File: config.mk
export PLATFORM = sky130hd
export DESIGN_NAME = cluster_gcr
export DESIGN_NICKNAME = d
export VERILOG_FILES = /design/src/rtl/gcr_pkg.sv /design/src/rtl/gcr_decode.sv /design/src/rtl/gcr_global_regs.sv /design/src/rtl/gcr_vp_bank.sv /design/src/rtl/cluster_gcr.sv
export SDC_FILE = /design/constraint.sdc
export NUM_CORES = 1
export LEC_CHECK = 0
export ABC_AREA = 1
export CAP_MARGIN = 20
export CORE_AREA = 2 2 337 339
export DETAILED_ROUTE_END_ITERATION = 16
export DIE_AREA = 0 0 339 341
export DONT_BUFFER_PORTS = 1
export GPL_TIMING_DRIVEN = 0
export PLACE_DENSITY_LB_ADDON = 0.15
export SYNTH_ARGS = -nofsm -noshare
export SYNTH_HDL_FRONTEND = slang
export SYNTH_SLANG_ARGS = --single-unit
File: constraint.sdc
create_clock -name clk_i -period 2.8 [get_ports clk_i]
set_input_delay 0.14 -clock clk_i [delete_from_list [all_inputs] [get_ports clk_i]]
set_output_delay 0.14 -clock clk_i [all_outputs]
set_load 0.05 [all_outputs]
File: src/rtl/gcr_pkg.sv
package gcr_pkg;
  localparam int unsigned DW        = 64;
  localparam int unsigned WIN_SHIFT = 13;
  localparam int unsigned OFF_W     = WIN_SHIFT;
  localparam int unsigned OTHER_FW  = 8;
  localparam int unsigned L2_BYP    = 20;

  localparam logic [DW-1:0] BASE_MASK  = 64'h0000_FFFF_FFFF_8000;
  localparam logic [DW-1:0] CTL_MASK   = BASE_MASK | 64'h1;
  localparam logic [DW-1:0] RBASE_MASK = 64'h0000_0000_FFFF_F000;
  localparam logic [DW-1:0] RBASE_RST  = 64'h0000_0000_BFC0_0000;

  // global block offsets
  localparam logic [OFF_W-1:0] G_CFG  = 13'h000;
  localparam logic [OFF_W-1:0] G_BASE = 13'h008;
  localparam logic [OFF_W-1:0] G_REV  = 13'h010;
  localparam logic [OFF_W-1:0] G_ICB  = 13'h018;
  localparam logic [OFF_W-1:0] G_PCB  = 13'h020;
  localparam logic [OFF_W-1:0] G_ICS  = 13'h028;
  localparam logic [OFF_W-1:0] G_PCS  = 13'h030;
  localparam logic [OFF_W-1:0] G_L2   = 13'h038;
  // per-core window offsets
  localparam logic [OFF_W-1:0] V_CFG   = 13'h000;
  localparam logic [OFF_W-1:0] V_OTHER = 13'h008;
  localparam logic [OFF_W-1:0] V_RBASE = 13'h010;

  typedef enum logic [1:0] {WIN_GLB, WIN_LCL, WIN_OTH, WIN_NONE} win_e;

  typedef enum logic [3:0] {
    RS_NONE, RS_CFG, RS_BASE, RS_REV, RS_ICB, RS_PCB, RS_ICS, RS_PCS, RS_L2,
    RS_VP_CFG, RS_VP_OTHER, RS_VP_RBASE
  } reg_e;
endpackage

File: src/rtl/gcr_decode.sv
module gcr_decode
  import gcr_pkg::*;
#(
  parameter int unsigned ADDR_W = 16
) (
  input  logic [ADDR_W-1:0] addr_i,
  output win_e              win_o,
  output reg_e              sel_o
);
  localparam int unsigned WSEL_W = ADDR_W - WIN_SHIFT;

  logic [WSEL_W-1:0] wsel;
  logic [OFF_W-1:0]  off;

  assign wsel = addr_i[ADDR_W-1:WIN_SHIFT];
  assign off  = addr_i[WIN_SHIFT-1:0];

  always_comb begin
    if (wsel == WSEL_W'(0))      win_o = WIN_GLB;
    else if (wsel == WSEL_W'(1)) win_o = WIN_LCL;
    else if (wsel == WSEL_W'(2)) win_o = WIN_OTH;
    else                         win_o = WIN_NONE;
  end

  always_comb begin
    sel_o = RS_NONE;
    unique case (win_o)
      WIN_GLB: begin
        unique case (off)
          G_CFG:   sel_o = RS_CFG;
          G_BASE:  sel_o = RS_BASE;
          G_REV:   sel_o = RS_REV;
          G_ICB:   sel_o = RS_ICB;
          G_PCB:   sel_o = RS_PCB;
          G_ICS:   sel_o = RS_ICS;
          G_PCS:   sel_o = RS_PCS;
          G_L2:    sel_o = RS_L2;
          default: sel_o = RS_NONE;
        endcase
      end
      WIN_LCL, WIN_OTH: begin
        unique case (off)
          V_CFG:   sel_o = RS_VP_CFG;
          V_OTHER: sel_o = RS_VP_OTHER;
          V_RBASE: sel_o = RS_VP_RBASE;
          default: sel_o = RS_NONE;
        endcase
      end
      default: sel_o = RS_NONE;
    endcase
  end
endmodule

File: src/rtl/gcr_global_regs.sv
module gcr_global_regs
  import gcr_pkg::*;
#(
  parameter logic [63:0] BASE_RST = 64'h0000_0000_1FBF_8000,
  parameter bit          HAS_IC   = 1'b1,
  parameter bit          HAS_PC   = 1'b0
) (
  input  logic          clk_i,
  input  logic          rst_ni,
  input  logic          wr_base_i,
  input  logic          wr_icb_i,
  input  logic          wr_pcb_i,
  input  logic [DW-1:0] wdata_i,
  output logic [DW-1:0] base_q_o,
  output logic [DW-1:0] icb_q_o,
  output logic [DW-1:0] pcb_q_o,
  output logic [DW-1:0] ic_base_o,
  output logic          ic_en_o,
  output logic [DW-1:0] pc_base_o,
  output logic          pc_en_o
);
  logic [DW-1:0] base_q;

  always_ff @(posedge clk_i or negedge rst_ni) begin
    if (!rst_ni)        base_q <= BASE_RST & BASE_MASK;
    else if (wr_base_i) base_q <= wdata_i & BASE_MASK;
  end
  assign base_q_o = base_q;

  generate
    if (HAS_IC) begin : g_ic
      logic [DW-1:0] icb_q;
      always_ff @(posedge clk_i or negedge rst_ni) begin
        if (!rst_ni)       icb_q <= '0;
        else if (wr_icb_i) icb_q <= wdata_i & CTL_MASK;
      end
      assign icb_q_o = icb_q;

      p_icb_hold_r3: assert property (@(posedge clk_i) disable iff (!rst_ni)
        !wr_icb_i |=> $stable(icb_q));
    end else begin : g_no_ic
      assign icb_q_o = '0;
    end

    if (HAS_PC) begin : g_pc
      logic [DW-1:0] pcb_q;
      always_ff @(posedge clk_i or negedge rst_ni) begin
        if (!rst_ni)       pcb_q <= '0;
        else if (wr_pcb_i) pcb_q <= wdata_i & CTL_MASK;
      end
      assign pcb_q_o = pcb_q;
    end else begin : g_no_pc
      assign pcb_q_o = '0;
    end
  endgenerate

  assign ic_base_o = icb_q_o & BASE_MASK;
  assign ic_en_o   = icb_q_o[0];
  assign pc_base_o = pcb_q_o & BASE_MASK;
  assign pc_en_o   = pcb_q_o[0];

  p_base_hold_r10: assert property (@(posedge clk_i) disable iff (!rst_ni)
    !wr_base_i |=> $stable(base_q));
endmodule

File: src/rtl/gcr_vp_bank.sv
module gcr_vp_bank
  import gcr_pkg::*;
#(
  parameter int unsigned NUM_VPS = 4,
  parameter int unsigned IDX_W   = 2
) (
  input  logic             clk_i,
  input  logic             rst_ni,
  input  logic             wr_other_i,
  input  logic             wr_rbase_i,
  input  logic [DW-1:0]    wdata_i,
  output logic [IDX_W-1:0] other_o,
  output logic [DW-1:0]    rbase_o,
  output logic [DW-1:0]    exc_base_o
);
  logic [IDX_W-1:0] other_q;
  logic [DW-1:0]    rbase_q;
  logic             other_ok;

  assign other_ok = 32'(wdata_i[OTHER_FW-1:0]) < NUM_VPS;

  always_ff @(posedge clk_i or negedge rst_ni) begin
    if (!rst_ni) begin
      other_q <= '0;
      rbase_q <= RBASE_RST & RBASE_MASK;
    end else begin
      if (wr_other_i && other_ok) other_q <= IDX_W'(wdata_i[OTHER_FW-1:0]);
      if (wr_rbase_i)             rbase_q <= wdata_i & RBASE_MASK;
    end
  end

  assign other_o    = other_q;
  assign rbase_o    = rbase_q;
  assign exc_base_o = {{32{rbase_q[31]}}, rbase_q[31:0]};

  always_comb begin
    if (rst_ni) p_other_bound_r8: assert (32'(other_q) < NUM_VPS);
  end

  p_rbase_hold_r9: assert property (@(posedge clk_i) disable iff (!rst_ni)
    !wr_rbase_i |=> $stable(rbase_q));
endmodule

File: src/rtl/cluster_gcr.sv
module cluster_gcr
  import gcr_pkg::*;
#(
  parameter int unsigned NUM_VPS  = 4,
  parameter int unsigned ADDR_W   = 16,
  parameter logic [63:0] REV      = 64'h800,
  parameter logic [63:0] BASE_RST = 64'h0000_0000_1FBF_8000,
  parameter bit          HAS_IC   = 1'b1,
  parameter bit          HAS_PC   = 1'b0,
  localparam int unsigned IDX_W   = (NUM_VPS > 1) ? $clog2(NUM_VPS) : 1
) (
  input  logic                  clk_i,
  input  logic                  rst_ni,
  input  logic                  req_i,
  input  logic                  we_i,
  input  logic [ADDR_W-1:0]     addr_i,
  input  logic [63:0]           wdata_i,
  input  logic [IDX_W-1:0]      core_id_i,
  output logic [63:0]           rdata_o,
  output logic [63:0]           self_base_o,
  output logic [63:0]           ic_base_o,
  output logic                  ic_en_o,
  output logic [63:0]           pc_base_o,
  output logic                  pc_en_o,
  output logic [NUM_VPS*64-1:0] base_mirror_o,
  output logic [NUM_VPS*64-1:0] exc_base_o
);
  win_e win;
  reg_e sel;

  gcr_decode #(.ADDR_W(ADDR_W)) u_dec (
    .addr_i(addr_i), .win_o(win), .sel_o(sel)
  );

  logic wr, rd;
  assign wr = req_i && we_i;
  assign rd = req_i && !we_i;

  logic [DW-1:0] base_q, icb_q, pcb_q;

  gcr_global_regs #(.BASE_RST(BASE_RST), .HAS_IC(HAS_IC), .HAS_PC(HAS_PC)) u_glb (
    .clk_i(clk_i), .rst_ni(rst_ni),
    .wr_base_i(wr && sel == RS_BASE),
    .wr_icb_i (wr && sel == RS_ICB),
    .wr_pcb_i (wr && sel == RS_PCB),
    .wdata_i(wdata_i),
    .base_q_o(base_q), .icb_q_o(icb_q), .pcb_q_o(pcb_q),
    .ic_base_o(ic_base_o), .ic_en_o(ic_en_o),
    .pc_base_o(pc_base_o), .pc_en_o(pc_en_o)
  );
  assign self_base_o = base_q;

  logic [IDX_W-1:0] other_w [NUM_VPS];
  logic [DW-1:0]    rbase_w [NUM_VPS];
  logic             id_ok;
  logic [IDX_W-1:0] my_other;
  logic [IDX_W-1:0] tgt;
  logic             vp_hit;

  assign id_ok    = 32'(core_id_i) < NUM_VPS;
  assign my_other = id_ok ? other_w[core_id_i] : '0;
  assign tgt      = (win == WIN_LCL) ? core_id_i : my_other;
  assign vp_hit   = id_ok && (win == WIN_LCL || win == WIN_OTH);

  generate
    for (genvar k = 0; k < NUM_VPS; k++) begin : g_vp
      logic hit_k;
      assign hit_k = wr && vp_hit && tgt == IDX_W'(k);

      gcr_vp_bank #(.NUM_VPS(NUM_VPS), .IDX_W(IDX_W)) u_bank (
        .clk_i(clk_i), .rst_ni(rst_ni),
        .wr_other_i(hit_k && sel == RS_VP_OTHER),
        .wr_rbase_i(hit_k && sel == RS_VP_RBASE),
        .wdata_i(wdata_i),
        .other_o(other_w[k]),
        .rbase_o(rbase_w[k]),
        .exc_base_o(exc_base_o[k*64 +: 64])
      );
      assign base_mirror_o[k*64 +: 64] = base_q >> 4;
    end
  endgenerate

  logic [DW-1:0] rd_val;
  always_comb begin
    rd_val = '0;
    unique case (sel)
      RS_BASE:     rd_val = base_q;
      RS_REV:      rd_val = REV;
      RS_ICB:      rd_val = icb_q;
      RS_PCB:      rd_val = pcb_q;
      RS_ICS:      rd_val = DW'(HAS_IC);
      RS_PCS:      rd_val = DW'(HAS_PC);
      RS_L2:       rd_val = DW'(1) << L2_BYP;
      RS_VP_CFG:   rd_val = vp_hit ? DW'(NUM_VPS - 1) : '0;
      RS_VP_OTHER: rd_val = vp_hit ? DW'(other_w[tgt]) : '0;
      RS_VP_RBASE: rd_val = vp_hit ? rbase_w[tgt] : '0;
      default:     rd_val = '0;
    endcase
  end

  logic [DW-1:0] rdata_q;
  always_ff @(posedge clk_i or negedge rst_ni) begin
    if (!rst_ni) rdata_q <= '0;
    else if (rd) rdata_q <= rd_val;
  end
  assign rdata_o = rdata_q;

  p_unimpl_zero_r11: assert property (@(posedge clk_i) disable iff (!rst_ni)
    rd && sel == RS_NONE |=> rdata_o == '0);
  p_rev_read_r2: assert property (@(posedge clk_i) disable iff (!rst_ni)
    rd && sel == RS_REV |=> rdata_o == REV);
  p_l2_bypass_r5: assert property (@(posedge clk_i) disable iff (!rst_ni)
    rd && sel == RS_L2 |=> $countones(rdata_o) == 1 && rdata_o[L2_BYP]);
  p_write_keeps_rdata_r2: assert property (@(posedge clk_i) disable iff (!rst_ni)
    !rd |=> $stable(rdata_o));
endmodule

* Word level (Yosys, flattened, before mapping)
Index checks and enable logic that the tools add are counted.
Word-level totals: output and inout bits 770, logic and storage cells 86, memories kept 0, bits in writable memories 0, bits in latches 0, bits of input ports 86, memory bits (read-only) 0, flip-flop bits (word level) 219
Operators by class: shifts and indexed selects 0, order comparisons 3, reduce and logical (&&, ||, !) cells 28, $add $sub $neg 0, multipliers 0, bitwise logic cells 2, multiplexer cells 20, div/mod/pow operators 0, eq/ne operators 22
Operator list (number):
- case mux 64 bit (8 select lines) | 1
- two-way mux 64 bit | 3
- binary-select mux 64 bit (select 2 bit) | 1
- == test 13 x 6 -> 1 bit (second input constant) | 4
- case mux 4 bit (8 select lines) | 1
- == test 13 x 5 -> 1 bit (second input constant) | 2
- logical AND 1 bit | 21
- two-way mux 2 bit | 9
- == test 4 bit (second input constant) | 4
- == test 13 x 4 -> 1 bit (second input constant) | 1
- logical NOT 13 bit | 1
- case mux 4 bit (3 select lines) | 1
- binary-select mux 2 bit (select 2 bit) | 2
- == test 4 x 2 -> 1 bit (second input constant) | 2
- == test 4 x 3 -> 1 bit (second input constant) | 2
- < comparator 8 x 3 -> 1 bit (second input constant) | 1
- case mux 4 bit (2 select lines) | 1
- == test 2 bit (second input constant) | 3
- >= comparator 3 bit (second input constant) | 2
- NOT 2 -> 3 bit | 2
- == test 2 x 1 -> 1 bit (second input constant) | 2
- logical NOT 2 bit | 2
- == test 3 x 1 -> 1 bit (second input constant) | 1
- == test 3 x 2 -> 1 bit (second input constant) | 1
- 5 further kinds | 5

* Logic depth before layout (Yosys ltp)
depth in word-level cells 12, gate-level depth with buffers 19, mapped depth without buffers 18

* Modules after synthesis
Synthesis repeated with hierarchy kept, for this count alone.
Second synthesis, totals: cell total of the unflattened synthesis 2702, area, all modules 20728.6 µm²
Modules (own cells, without submodules):
- cluster_gcr | seq. area each 1601.5 µm², area each 8594.5 µm², instances 1, cells an instance 1378
- gcr_vp_bank | seq. area each 561.8 µm², area each 1791.7 µm², instances 4, cells an instance 177
- gcr_global_regs | seq. area each 1692.9 µm², area each 4596.9 µm², instances 1, cells an instance 540
- gcr_decode | seq. area each 0.0 µm², area each 370.4 µm², instances 1, cells an instance 76

* Worst setup path before layout
Ideal clock, no wire load.
path kind input -> register, start in addr_i[15], end reg g_vp[1].u_bank.rbase_q[12], setup slack 0.829 ns, stages 11, buffers on the path 2, setup time 0.130 ns, required time 2.670 ns, arrival 1.841 ns, cell sequence nor2_1 ha_1 clkbuf_1 inv_1 o211ai_1 nand2_1 nor3b_4 nand2_1 buf_2 nand2_1 o21ai_0
Between the ends: longest elaborated chain between the ends 9, elaborated cells between the ends (all ways) 18, classes of those cells 6 x eq/ne; 5 x mux; 7 x reduce/logical
RTL lines:
- from (decl) | RTL line cluster_gcr.sv:16 | input logic [ADDR_W-1:0] addr_i,
- == test 3 x 2 -> 1 bit | RTL line gcr_decode.sv:21 | else if (wsel == WSEL_W'(2)) win_o = WIN_OTH;
- two-way mux 1 bit | RTL line gcr_decode.sv:21
- two-way mux 2 bit | RTL line gcr_decode.sv:20 | else if (wsel == WSEL_W'(1)) win_o = WIN_LCL;
- two-way mux 2 bit (*) | RTL line gcr_decode.sv:19 | if (wsel == WSEL_W'(0)) win_o = WIN_GLB;
- == test 2 x 1 -> 1 bit / == test 2 bit (equally long branches) | RTL line gcr_decode.sv:27, cluster_gcr.sv:62, cluster_gcr.sv:63
- OR reduction 2 bit, or another cell as far along | RTL line gcr_decode.sv:27 | unique case (win_o)
- case mux 4 bit (2 select lines), or another cell as far along | RTL line gcr_decode.sv:27
- == test 4 bit / logical AND 1 bit (equally long branches) | RTL line cluster_gcr.sv:73, cluster_gcr.sv:68
- logical AND 1 bit (*) | RTL line cluster_gcr.sv:73 | .wr_rbase_i(hit_k && sel == RS_VP_RBASE),
- to (signal assigned) | RTL line gcr_vp_bank.sv:25 | rbase_q <= RBASE_RST & RBASE_MASK;
- to (signal assigned) | RTL line gcr_vp_bank.sv:28 | if (wr_rbase_i) rbase_q <= wdata_i & RBASE_MASK;
- to (decl) | RTL line gcr_vp_bank.sv:17 | logic [DW-1:0] rbase_q;
Mark *: on every way between the ends. The rest lies on a longest branch, timed or not. A chain may end at the register's enable or synchronous reset.

* Final worst setup path
start reg g_vp[2].u_bank.other_q[0], end reg rdata_q[28] (netlist: rdata_o[28])
Between the ends: longest elaborated chain between the ends 10
RTL lines:
- from (decl) | RTL line gcr_vp_bank.sv:16 | logic [IDX_W-1:0] other_q;
- from (signal assigned) | RTL line gcr_vp_bank.sv:27 | if (wr_other_i && other_ok) other_q <= IDX_W'(wdata_i[OTHER_FW-1:0]);
- binary-select mux 2 bit (select 2 bit) | RTL line cluster_gcr.sv:61 | assign my_other = id_ok ? other_w[core_id_i] : '0;
- two-way mux 2 bit (implied by the code) (2 in a row) | RTL line cluster_gcr.sv:61
- two-way mux 2 bit | RTL line cluster_gcr.sv:62 | assign tgt = (win == WIN_LCL) ? core_id_i : my_other;
- NOT 2 -> 3 bit (implied by the code) | RTL line cluster_gcr.sv:96 | RS_VP_RBASE: rd_val = vp_hit ? rbase_w[tgt] : '0;
- binary-select mux 64 bit (select 2 bit) | RTL line cluster_gcr.sv:96
- two-way mux 64 bit (implied by the code) (2 in a row) | RTL line cluster_gcr.sv:96
- two-way mux 64 bit | RTL line cluster_gcr.sv:96
- case mux 64 bit (8 select lines) | RTL line cluster_gcr.sv:86 | unique case (sel)
- to (signal assigned) | RTL line cluster_gcr.sv:104 | else if (rd) rdata_q <= rd_val;
- to (decl) | RTL line cluster_gcr.sv:101 | logic [DW-1:0] rdata_q;
No other way between the ends. The select of a mux whose other input is x is not followed.

==> results by group <==
Outcome
  • Status: complete, but fails checks
  • Failing checks: negative hold slack

Floorplanning
  • Core area: about 110000 um^2
  • Die Area: approximately 120000 um^2
  • Die Y-Extent: 341 um
  • Chip width: between 300 and 400 um
  • Ports: 856
  • Row count: around 120
  • Starting Density: about an eighth

Global routing
  • Initial antenna violation count: 15
  • GRT Total Usage: 11.1%
  • Pin count of the biggest net entering global routing: ~200
  • Vias in the first global route: 10000
  • Gr ovfl total: 0
  • First-pass GRT wire length: around 89000 um

Pwr
  • Max VDD drop: approximately 0.44 mV
  • Power Dens Cells: about 410 nW/um^2
  • Static leakage: just over 9 nW

Timing
  • Pins over their slew limit: 0
  • Hold Slack: -0.662 ns
  • Final Hold Fails: between 150 and 200
  • Max-slew headroom: approximately two fifths
  • FMAX: between 300 and 400 MHz
  • Crit path time final: between 2 and 3 ns
  • Final setup fails: 0
  • Worst-Margin Slew: slightly above 0.9 ns
  • Final worst-path cycle share: roughly 90%
  • Fin worst setup slack: 0.205 ns
  • Clk_skew: 0.0183 ns
  • Sum Neg Setup Slack: 0 ns

Clocking
  • H-tree levels: 4
  • Deepest clock path buffer count: 2
  • CTS Root Cell: clkbuf_16
  • CTS Buf Count: 17
  • CTS tree: yes
  • Clock transition at path regs: 0.09 ns
  • Sink Count: approximately 190
  • Clock Latency Late Sink: 0.50 ns
  • # hold bufs at CTS: 38

Worst setup path
  • Crit path top cell by count: nand2_1
  • Crit. End Element: flip-flop
  • CP startpoint kind: flip-flop
  • Critical path class: flip-flop to flip-flop
  • Critical path, cell by cell: inv_1 > nand2_1 > o211ai_1 > nand2_1 > inv_1 > nand2_1 > inv_1 > buf_2 > a21oi_1 > a21oi_1 > nand2_1 > nand3_1 > nand2_1 > nand2_1
  • RR Startpoint: g_vp[2].u_bank.other_o[0]
  • Worst Path Required: between 3 and 4 ns
  • CP max FO: 10
  • Path depth of the worst reg2reg path: 14
  • RR Endpoint: rdata_o[28]
  • Worst EP arrival: ~3 ns
  • Largest stage delay on the critical path: about 0.38 ns
  • CP max stage cell: dfrtp_1
  • Reg2reg setup slack: around 0.20 ns

Final layout
  • # fillers: around 13000
  • FF+latch area: approximately 4900 um^2
  • Layout area overhead: 31.1%
  • Layout cell share with drive strength beyond 1: between 30 and 40%
  • Area of the multi-input gates: between 4000 and 5000 um^2
  • Layout net count: 2181

Synth
  • Post-Synthesis Cells: between 1500 and 2000
  • Yosys cell types: 30
  • Mean post-synth cell area: 7.84 um^2
  • Cell area after synthesis: about 13000 um^2
  • Yosys Warn Count: 0
  • Sequential share of the synthesized area: a little over a third
  • FF+latch count, synth: 194

Drt
  • Number of remaining DRC errors: 0
  • Routed vias: 10800
  • Initial DRC Count: between 400 and 500
  • Routed len/inst: about 19 um
  • Final WL: about 67000 um
  • Pre-antenna DRT Iters: 5
  • Vias per std cell: 2.99
  • Antenna-violating nets left: 0

Min path
  • Hold Crit Class: input port to async pin

Placed design
  • DPL Wire Length: between 50000 and 60000 um
  • Pre-CTS WS: -1.02 ns
  • Number of port buffers: 0
  • Placer Congestion: 0.740

Flow run
  • Maxcap violations: 0
==> worst max-delay path by stage <==
stage	slack, ns	end	depth (start not counted)	startpoint
global placement	-1.0	g_vp[1].u_bank.rbase_o[18]	10	addr_i[15]
global route	-0.005	rdata_o[28]	14	g_vp[2].u_bank.other_o[0]
floorplan	0.83	g_vp[1].u_bank.rbase_o[12]	11	addr_i[15]
detailed placement	-1.02	g_vp[1].u_bank.rbase_o[14]	10	addr_i[15]
CTS	0.03	rdata_o[27]	14	g_vp[2].u_bank.other_o[0]
finish	0.20	rdata_o[28]	14	g_vp[2].u_bank.other_o[0]
==> sequential cells by signal, summed over array words and instances (netlist names) <==
| register | count |
|---|---|
| u_glb.base_q_o | 33 |
| g_vp.u_bank.other_o | 8 |
| rdata_o | 39 |
| u_glb.icb_q_o | 34 |
| g_vp.u_bank.rbase_o | 80 |
==> synthesized netlist by cell type, drive strengths merged <==
cell | n | area [um^2]
a21boi | 14 | 105
a21oi | 49 | 245
a22o | 3 | 26.3
a22oi | 6 | 45.0
buf | 609 | 4520
clkbuf | 35 | 131
clkinv | 2 | 7.51
conb | 1 | 3.75
dfrtp | 145 | 3630
dfstp | 49 | 1290
ha | 3 | 37.5
inv | 82 | 308
nand2 | 395 | 1490
nand3 | 33 | 165
nand4 | 25 | 156
nor2 | 71 | 289
nor3 | 6 | 35.0
nor3b | 1 | 18.8
o211ai | 2 | 15.0
o21ai | 176 | 881
o22ai | 1 | 6.26
o31ai | 1 | 7.51
or4 | 1 | 7.51
==> through the flow <==
stage | instances | hold slack, ns | util, % | cell area [um^2] | power (W)
6_report | 3616 | -0.662 | 15.7 | 17600 | 0.00724
5_1_grt | 3607 | -0.723 | 15.7 | 17600 | 0.00754
4_1_cts | 3604 | -0.726 | 15.7 | 17500 | 0.00737
3_5_place_dp | 3533 | -0.145 | 14.7 | 16500 | 0.00438
3_3_place_gp | 3533 | -0.145 | 14.7 | 16500 | 0.00438
2_1_floorplan | 2033 | -0.156 | - | 14600 | 0.00427
==> power by group <==
part	switching (W)	leakage, nW	internal [W]
logic	0.00125	6.42	0.000382
registers	0.00000301	2.44	0.00280
clock network	0.00148	0.304	0.00132
==> worst max-delay path: cells and delay by family, from the launching register on <==
family / cells / cell delay (ns)
and+or+nand+nor: 7 / 0.85
buffers and inverters: 4 / 0.74
AOI/OAI and AO/OA: 3 / 0.55
DFF: 1 / 0.38
==> layer usage <==
metal	part of all wire, %	GRT usage, %	routed length [um]	up-vias
met4	0.84	2.20	564	4
li1	-	-	-	5271
met1	44	14.2	29400	5098
met5	0.030	0	20	-
met3	7.1	3.55	4790	26
met2	48	18.4	32400	407
==> layout make-up <==
type | instances | share of cell area, %
diodes | 11 | 0.157
plain buffers | 644 | 26.5
clock buffers | 18 | 2.50
clock inverters | 14 | 1.03
inverters | 84 | 1.82
multi-input cells | 1111 | 27.1
flip-flops and latches | 194 | 28.0
well taps | 1500 | 10.7
repair buffers | 40 | 2.25
==> cells by family after synthesis <==
logic type / after synthesis / share of synthesized area (%)
compound gates: 252 / 9.93
fa+ha+maj: 3 / 0.280
buf+inv: 728 / 37.0
flops: 194 / 36.7
other cells: 1 / 0.0280
simple gates: 532 / 16.1
==> layout by cell type, fill, tap and decap left out, types with 2 or more instances in the layout <==
master         count
a22o_1             3
clkbuf_1          28
buf_4            590
a21boi_0          14
conb_1           324
inv_8              3
a21oi_1           48
nor2_1            66
nor3_1             5
dfstp_2           49
clkinv_8           3
a22oi_1            6
nand4_1           25
clkbuf_2           5
buf_2             22
o211ai_1           2
o21ai_1            2
o21ai_0          174
clkbuf_16         17
diode_2           11
dlygate4sd3_1     38
dfrtp_1          145
ha_1               3
nand2_2            3
nand2_1          392
inv_1             81
nor2_4             4
inv_6              6
nand3_1           33
==> what timing repair did <==
item | in CTS | in global routing
gates resized for setup | 10 | 8
pin swaps | 1 | 1
hold endpoints to repair | 349 | 194
buffers inserted | 1 | 1
cloned | 0 | 0
setup endpoints to repair | 128 | 119
No activity file was read; power rests on OpenSTA's default activity.
